[config.mk]
export PLATFORM = sky130hd
export DESIGN_NAME = asid_tlb
export DESIGN_NICKNAME = d
export VERILOG_FILES = /design/src/rtl/asid_tlb_pkg.sv /design/src/rtl/tlb_tag_cam.sv /design/src/rtl/tlb_low_enc.sv /design/src/rtl/tlb_repl_ctr.sv /design/src/rtl/asid_tlb.sv
export SDC_FILE = /design/constraint.sdc
export NUM_CORES = 2
export LEC_CHECK = 0
export CORE_MARGIN = 2
export CORE_UTILIZATION = 40
export DETAILED_ROUTE_END_ITERATION = 8
export GPL_ROUTABILITY_DRIVEN = 0
export PLACE_DENSITY = 0.54
export SYNTH_ARGS = -nofsm -noshare
export SYNTH_HDL_FRONTEND = slang
export SYNTH_SLANG_ARGS = --single-unit
[constraint.sdc]
create_clock -name clk -period 12.8 [get_ports clk]
set_input_delay 2.56 -clock clk [delete_from_list [all_inputs] [get_ports clk]]
set_output_delay 2.56 -clock clk [all_outputs]
set_load 0.02 [all_outputs]
[src/rtl/asid_tlb_pkg.sv]
package asid_tlb_pkg;
   // exception code raised on a multiple unified match during an associative write
   localparam logic [11:0] EXC_MULTI_HIT = 12'h140;
endpackage

[src/rtl/tlb_tag_cam.sv]
module tlb_tag_cam #(
   parameter int N      = 64,
   parameter int VPN_W  = 22,
   parameter int ASID_W = 8
) (
   input  logic [N-1:0][VPN_W-1:0]  vpn_tab,
   input  logic [N-1:0][ASID_W-1:0] asid_tab,
   input  logic [N-1:0]             v_tab,
   input  logic [N-1:0]             sh_tab,
   input  logic [VPN_W-1:0]         key_vpn,
   input  logic [ASID_W-1:0]        key_asid,
   input  logic                     use_asid,
   output logic [N-1:0]             match
);
   for (genvar g = 0; g < N; g++) begin : g_row
      logic vpn_eq, asid_ok;
      assign vpn_eq  = (vpn_tab[g] == key_vpn);
      assign asid_ok = sh_tab[g] || !use_asid || (asid_tab[g] == key_asid);
      assign match[g] = v_tab[g] && vpn_eq && asid_ok;
   end
endmodule

[src/rtl/tlb_low_enc.sv]
module tlb_low_enc #(
   parameter int N = 64,
   localparam int W = $clog2(N)
) (
   input  logic [N-1:0] vec,
   output logic         found,
   output logic [W-1:0] idx
);
   always_comb begin
      found = 1'b0;
      idx   = '0;
      for (int i = N - 1; i >= 0; i--) begin
         if (vec[i]) begin
            found = 1'b1;
            idx   = W'(i);
         end
      end
   end
endmodule

[src/rtl/tlb_repl_ctr.sv]
module tlb_repl_ctr #(
   parameter int N = 64,
   localparam int W = $clog2(N)
) (
   input  logic         clk,
   input  logic         rst_n,
   input  logic         adv,
   output logic [W-1:0] cnt
);
   logic [W-1:0] nxt;

   if ((N & (N - 1)) == 0) begin : g_pow2
      assign nxt = cnt + 1'b1;
   end else begin : g_cmp
      assign nxt = (cnt == W'(N - 1)) ? '0 : cnt + 1'b1;
   end

   always_ff @(posedge clk or negedge rst_n) begin
      if (!rst_n)   cnt <= '0;
      else if (adv) cnt <= nxt;
   end


   ctr_hold_chk: assert property (@(posedge clk) disable iff (!rst_n)
      !adv |=> $stable(cnt));


   ctr_step_chk: assert property (@(posedge clk) disable iff (!rst_n)
      adv |=> (cnt == (($past(cnt) == W'(N - 1)) ? W'(0) : W'($past(cnt) + 1'b1))));
endmodule

[src/rtl/asid_tlb.sv]
module asid_tlb #(
   parameter int UTLB_DEPTH = 64,
   parameter int ITLB_DEPTH = 4,
   parameter int VPN_W      = 22,
   parameter int ASID_W     = 8,
   localparam int IDX_W     = $clog2(UTLB_DEPTH),
   localparam int IIDX_W    = $clog2(ITLB_DEPTH),
   localparam int AW_W      = ASID_W + 2
) (
   input  logic              clk,
   input  logic              rst_n,
   input  logic              single_vspace,
   input  logic              cpu_priv,
   input  logic              lk_valid,
   input  logic [VPN_W-1:0]  lk_vpn,
   input  logic [ASID_W-1:0] lk_asid,
   output logic              hit,
   output logic [IDX_W-1:0]  hit_idx,
   output logic              hit_dirty,
   input  logic              ld_valid,
   input  logic              ld_itlb,
   input  logic [VPN_W-1:0]  ld_vpn,
   input  logic [ASID_W-1:0] ld_asid,
   input  logic              ld_sh,
   input  logic              ld_v,
   input  logic              ld_d,
   input  logic              aw_valid,
   input  logic [VPN_W-1:0]  aw_vpn,
   input  logic [AW_W-1:0]   aw_data,
   output logic              mhit_exc,
   output logic [11:0]       exc_code,
   output logic              flush_req
);
   import asid_tlb_pkg::*;

   if (UTLB_DEPTH < 2 || UTLB_DEPTH > 256) begin : g_bad_udepth
      $error("UTLB_DEPTH out of range");
   end
   if (ITLB_DEPTH < 2 || ITLB_DEPTH > UTLB_DEPTH) begin : g_bad_idepth
      $error("ITLB_DEPTH out of range");
   end
   if (VPN_W < 1 || ASID_W < 1) begin : g_bad_width
      $error("tag widths must be positive");
   end

   // unified array
   logic [UTLB_DEPTH-1:0][VPN_W-1:0]  u_vpn;
   logic [UTLB_DEPTH-1:0][ASID_W-1:0] u_asid;
   logic [UTLB_DEPTH-1:0]             u_v, u_d, u_sh;
   // instruction array
   logic [ITLB_DEPTH-1:0][VPN_W-1:0]  i_vpn;
   logic [ITLB_DEPTH-1:0][ASID_W-1:0] i_asid;
   logic [ITLB_DEPTH-1:0]             i_v, i_sh;

   logic                  use_asid;
   logic [UTLB_DEPTH-1:0] lk_match, aw_umatch;
   logic [ITLB_DEPTH-1:0] aw_imatch;
   logic                  lk_found, aw_multi, aw_new_v, aw_new_d;
   logic [IDX_W-1:0]      lk_idx, ctr;
   logic [IIDX_W-1:0]     ictr;
   logic [ASID_W-1:0]     aw_asid;
   logic                  mhit_q, flush_q;

   assign use_asid = !single_vspace || !cpu_priv;
   assign aw_new_d = aw_data[ASID_W+1];
   assign aw_new_v = aw_data[ASID_W];
   assign aw_asid  = aw_data[ASID_W-1:0];

   tlb_tag_cam #(.N(UTLB_DEPTH), .VPN_W(VPN_W), .ASID_W(ASID_W)) i_cam_lk (
      .vpn_tab(u_vpn), .asid_tab(u_asid), .v_tab(u_v), .sh_tab(u_sh),
      .key_vpn(lk_vpn), .key_asid(lk_asid), .use_asid(use_asid), .match(lk_match));

   tlb_tag_cam #(.N(UTLB_DEPTH), .VPN_W(VPN_W), .ASID_W(ASID_W)) i_cam_uaw (
      .vpn_tab(u_vpn), .asid_tab(u_asid), .v_tab(u_v), .sh_tab(u_sh),
      .key_vpn(aw_vpn), .key_asid(aw_asid), .use_asid(use_asid), .match(aw_umatch));

   tlb_tag_cam #(.N(ITLB_DEPTH), .VPN_W(VPN_W), .ASID_W(ASID_W)) i_cam_iaw (
      .vpn_tab(i_vpn), .asid_tab(i_asid), .v_tab(i_v), .sh_tab(i_sh),
      .key_vpn(aw_vpn), .key_asid(aw_asid), .use_asid(use_asid), .match(aw_imatch));

   tlb_low_enc #(.N(UTLB_DEPTH)) i_enc (.vec(lk_match), .found(lk_found), .idx(lk_idx));

   tlb_repl_ctr #(.N(UTLB_DEPTH)) i_ctr (.clk(clk), .rst_n(rst_n), .adv(lk_valid), .cnt(ctr));

   if ((ITLB_DEPTH & (ITLB_DEPTH - 1)) == 0) begin : g_islot_pow2
      assign ictr = ctr[IIDX_W-1:0];
   end else begin : g_islot_mod
      assign ictr = IIDX_W'(ctr % IDX_W'(ITLB_DEPTH));
   end

   assign aw_multi = (aw_umatch & (aw_umatch - UTLB_DEPTH'(1))) != '0;

   logic aw_go, ld_go;
   assign aw_go = aw_valid && !aw_multi;
   assign ld_go = ld_valid && !aw_valid;

   // valid bits and event pulses (reset)
   always_ff @(posedge clk or negedge rst_n) begin
      if (!rst_n) begin
         u_v     <= '0;
         i_v     <= '0;
         mhit_q  <= 1'b0;
         flush_q <= 1'b0;
      end else begin
         mhit_q  <= aw_valid && aw_multi;
         flush_q <= aw_go && !aw_new_v && (aw_imatch != '0);
         if (aw_go) begin
            for (int i = 0; i < UTLB_DEPTH; i++)
               if (aw_umatch[i]) u_v[i] <= aw_new_v;
            for (int i = 0; i < ITLB_DEPTH; i++)
               if (aw_imatch[i]) i_v[i] <= aw_new_v;
         end else if (ld_go) begin
            if (ld_itlb) i_v[ictr] <= ld_v;
            else         u_v[ctr]  <= ld_v;
         end
      end
   end

   // tag fields (no reset needed: gated by valid)
   always_ff @(posedge clk) begin
      if (aw_go) begin
         for (int i = 0; i < UTLB_DEPTH; i++)
            if (aw_umatch[i]) u_d[i] <= aw_new_d;
      end else if (ld_go) begin
         if (ld_itlb) begin
            i_vpn[ictr]  <= ld_vpn;
            i_asid[ictr] <= ld_asid;
            i_sh[ictr]   <= ld_sh;
         end else begin
            u_vpn[ctr]  <= ld_vpn;
            u_asid[ctr] <= ld_asid;
            u_sh[ctr]   <= ld_sh;
            u_d[ctr]    <= ld_d;
         end
      end
   end

   assign hit       = lk_valid && lk_found;
   assign hit_idx   = lk_idx;
   assign hit_dirty = hit && u_d[lk_idx];
   assign mhit_exc  = mhit_q;
   assign exc_code  = mhit_q ? EXC_MULTI_HIT : 12'h000;
   assign flush_req = flush_q;


   hit_row_chk: assert property (@(posedge clk) disable iff (!rst_n)
      hit |-> lk_match[hit_idx]);


   mhit_src_chk: assert property (@(posedge clk) disable iff (!rst_n)
      mhit_exc |-> $past(aw_valid));


   flush_src_chk: assert property (@(posedge clk) disable iff (!rst_n)
      flush_req |-> ($past(aw_valid) && !$past(aw_data[ASID_W])));


   mhit_noflush_chk: assert property (@(posedge clk) disable iff (!rst_n)
      mhit_exc |-> !flush_req);
endmodule

==> out/summary.json <==
{
  "clock_latency_ns": 0.93,
  "globalRouteOverflowTotal": 0,
  "synth_warnings": 0,
  "power_density_over_cell_area_mw_per_mm2": 132,
  "crit-reg2reg-capture": "u_d[38]",
  "worstHoldPathType": "flip-flop to flip-flop",
  "drt-pass1-iter-count": 9,
  "clock.fmax_mhz": 78.2,
  "vias": 95239,
  "preCtsSetupSlack_ns": -0.194,
  "reg2reg_depth": 16,
  "slew_headroom_pct": -6.52,
  "dp_cells": 14123,
  "timing.final.hold_violations": 0,
  "setup_violations": 0,
  "grt_max_degree": 113,
  "crit_path_end_kind": "output port",
  "clk_pin_slew_ns": 0.06,
  "worstSetupEndpoint": "hit_dirty",
  "cts_tree": "yes",
  "design.final.nets": 10341,
  "ys_seq_elements": 2248,
  "worst_setup_path_start_kind": "input port",
  "dpl.hpwl_mm": 364,
  "io_buffers": 114,
  "synth_sequential_area_ratio_pct": 53.3,
  "setup.worst_path.class": "input port to output port",
  "hold_buffers": 0,
  "root_buffer": "clkbuf_16",
  "first_global_vias": 91051,
  "cp-startpoint": "lk_vpn[1]",
  "timing.critical_path.slowest_stage_cell": "a41o_1",
  "critical_path.max_fanout": 20,
  "synth_ff_type": "edfxtp_1",
  "synth.lib_cells_used.distinct": 92,
  "setup-tns-final_ns": 0,
  "final_period_minus_worst_setup_slack_ns": 12.78,
  "dieWidth_um": 565,
  "synthesis.instances": 10013,
  "cts_inserted_buffers": 269,
  "status": "complete, but fails checks",
  "fin_util_pct": 44.7,
  "irDropWorstVdd_mv": 0.109,
  "die_area_mm2": 0.319,
  "unrepaired_setup_endpoints_after_global_routing": "no",
  "post_drt_wl_per_cell_um": 40.0,
  "p_leak_nw": 41.8,
  "critical_path_arrival_ns": 10.22,
  "postRouteAntennaNets": 0,
  "syn_area_per_cell_um2": 12.6,
  "report.final.slew_viol_count": 7,
  "skew_ns": 0.0413,
  "groute.usage.overall_pct": 35.9,
  "crit_chain": "buf_6 > buf_12 > buf_4 > xnor2_1 > nand3_1 > nor4_1 > nand3_1 > nor2b_1 > o21ai_0 > a41oi_1 > o31ai_2 > a41o_1 > o31ai_4 > mux2i_1 > a2111oi_0 > o31ai_1 > a211oi_4 > buf_4 > clkdlybuf4s50_1",
  "clock_net_sink_count": 2248,
  "initial_antenna_violation_count": 51,
  "post_layout_nonfiller_instances": 14636,
  "final_min_period_over_clock_period_pct": 99.9,
  "num_rows": 206,
  "tightest_slew_ns": 1.59,
  "drc": 4,
  "detailedRoute.firstIterationViolations": 16778,
  "cts_max_level": 5,
  "totalPowerFinal_mw": 18.6,
  "initial_utilization_pct": 40.1,
  "cpPeakStageDelay_ns": 0.71,
  "synthToLayoutAreaGrowth_pct": 11.5,
  "die_h_um": 565,
  "io_pins": 125,
  "avgViaCountPerCell": 6.51,
  "grt_pass1_wl_mm": 783,
  "reg2reg_from": "u_asid[158]",
  "max_cap_viol": 2,
  "hold_path_startpoint": "i_v[0]",
  "synth_enable_flop_cells": 2172,
  "clock_path_buffers": 4,
  "worstPathRequired_ns": 10.24,
  "layout-drive-gt1-share_pct": 9.94,
  "setup_slack_ns": 0.0157,
  "floorplan.core_area_mm2": 0.314,
  "failed_checks": "design-rule violations, max-capacitance violations, max-slew violations",
  "routed_wirelength_mm": 585,
  "synth_async_reset_ratio_pct": 3.38,
  "r2r_setup_slack_ns": 4.74,
  "syn-cell-area_mm2": 0.126
}
-- through the flow --
step | instance area (um^2) | hold slack [ns]
6_report | 141000 | 0.575
3_5_place_dp | 132000 | 0.556
3_3_place_gp | 132000 | 0.561
5_1_grt | 140000 | 0.598
2_1_floorplan | 126000 | 0.502
4_1_cts | 140000 | 0.571
-- cell usage after synthesis (60+ instances only) --
master | count | area share [%]
xnor2_1 | 3531 | 25
edfxtp_1 | 2172 | 52
nand4_1 | 1207 | 6.0
xor2_1 | 433 | 3.0
nand3_1 | 386 | 1.5
nor2_1 | 327 | 0.97
nor4_1 | 287 | 1.4
buf_2 | 231 | 0.92
o21ai_0 | 193 | 0.77
nand2_1 | 161 | 0.48
buf_6 | 105 | 0.94
dfrtp_1 | 76 | 1.5
inv_1 | 68 | 0.20
o2bb2ai_1 | 65 | 0.45
buf_4 | 60 | 0.36
-- how the worst min path moves through the flow --
stage              end  slack, ns  cells after the start
5_1_grt         i_v[1]       0.60                      2
3_3_place_gp    i_v[0]       0.56                      2
3_5_place_dp    i_v[0]       0.56                      2
2_1_floorplan  u_v[24]       0.50                      1
6_report        i_v[0]       0.57                      2
4_1_cts         i_v[1]       0.57                      2
-- cell families after synthesis --
kind of cell / synth area share, %
muxes: 0.637
xor gates and xnor gates: 27.6
other: 0.00298
adders and majority gates: 0.0954
AOI/OAI and AO/OA: 2.95
and+or+nand+nor: 11.6
DFF: 53.3
buffers and inverters: 3.83
-- routing by layer --
layer,vias to the layer above,track usage (%),wire length [um]
met3,2115,8.45,72100
li1,37066,-,-
met4,10,23.7,46400
met2,8044,53.9,252000
met1,48004,46.2,214000
met5,-,0,308
-- power by group --
group          total (mW)  internal [mW]  switching, mW
Sequential           8.35           8.20          0.147
Clock                7.90           4.58           3.33
Combinational        2.34          0.669           1.67
Total                18.6           13.4           5.14
-- worst max-delay path, delay by kind of cell --
family                 cells  cell delay [ns]
AND/OR/NAND/NOR            4             1.59
AO/OA/AOI/OAI              8             3.53
XOR/XNOR                   1             0.19
multiplexers               1             0.21
buffers and inverters      5             2.04
-- flip-flops by register name, indices dropped and copies added (netlist names) --
name,count
u_d,64
i_vpn,88
i_asid,32
flush_req,1
u_sh,64
u_vpn,1408
i_sh,4
mhit_exc,1
i_v,4
u_asid,512
u_v,64
i_ctr.cnt,6
-- timing repair --
item	4_1_cts	5_1_grt
setup buffers	0	0
gates resized for setup	1	2
pin swaps	0	0
endpoints found under the setup margin	1	1
-- placed cells by master (no fill, tap or decap), drive strengths merged, types with 9 or more instances in the layout --
| master | synthesis | final |
|---|---|---|
| a2111oi | 15 | 15 |
| a211oi | 15 | 15 |
| a21o | 51 | 51 |
| a21oi | 23 | 23 |
| a31oi | 19 | 19 |
| and2 | 19 | 19 |
| and3 | 44 | 44 |
| and4 | 33 | 33 |
| buf | 492 | 454 |
| bufinv | 0 | 28 |
| clkbuf | 43 | 343 |
| clkdlybuf4s50 | 0 | 21 |
| clkinv | 0 | 83 |
| clkinvlp | 0 | 10 |
| conb | 1 | 10 |
| dfrtp | 76 | 76 |
| diode | 0 | 32 |
| edfxtp | 2172 | 2172 |
| inv | 68 | 85 |
| mux2 | 65 | 65 |
| nand2 | 162 | 162 |
| nand3 | 404 | 404 |
| nand4 | 1210 | 1210 |
| nor2 | 328 | 328 |
| nor3 | 41 | 41 |
| nor4 | 289 | 289 |
| o2111ai | 9 | 9 |
| o21ai | 219 | 219 |
| o22ai | 20 | 20 |
| o2bb2ai | 65 | 65 |
| o31ai | 13 | 13 |
| xnor2 | 3531 | 3531 |
| xor2 | 434 | 434 |
-- cell type report --
| type | instances | area [um^2] |
|---|---|---|
| clock buffer | 343 | 7200 |
| fill | 28369 | 174000 |
| timing repair buffer | 476 | 4700 |
| antenna | 32 | 80.1 |
| multi-input combinational | 7171 | 54400 |
| sequential | 2248 | 67100 |
| tap | 4160 | 5200 |
| clock inverter | 138 | 1580 |
| inverter | 68 | 255 |
Note: power is estimated with default switching activity, not from simulation.
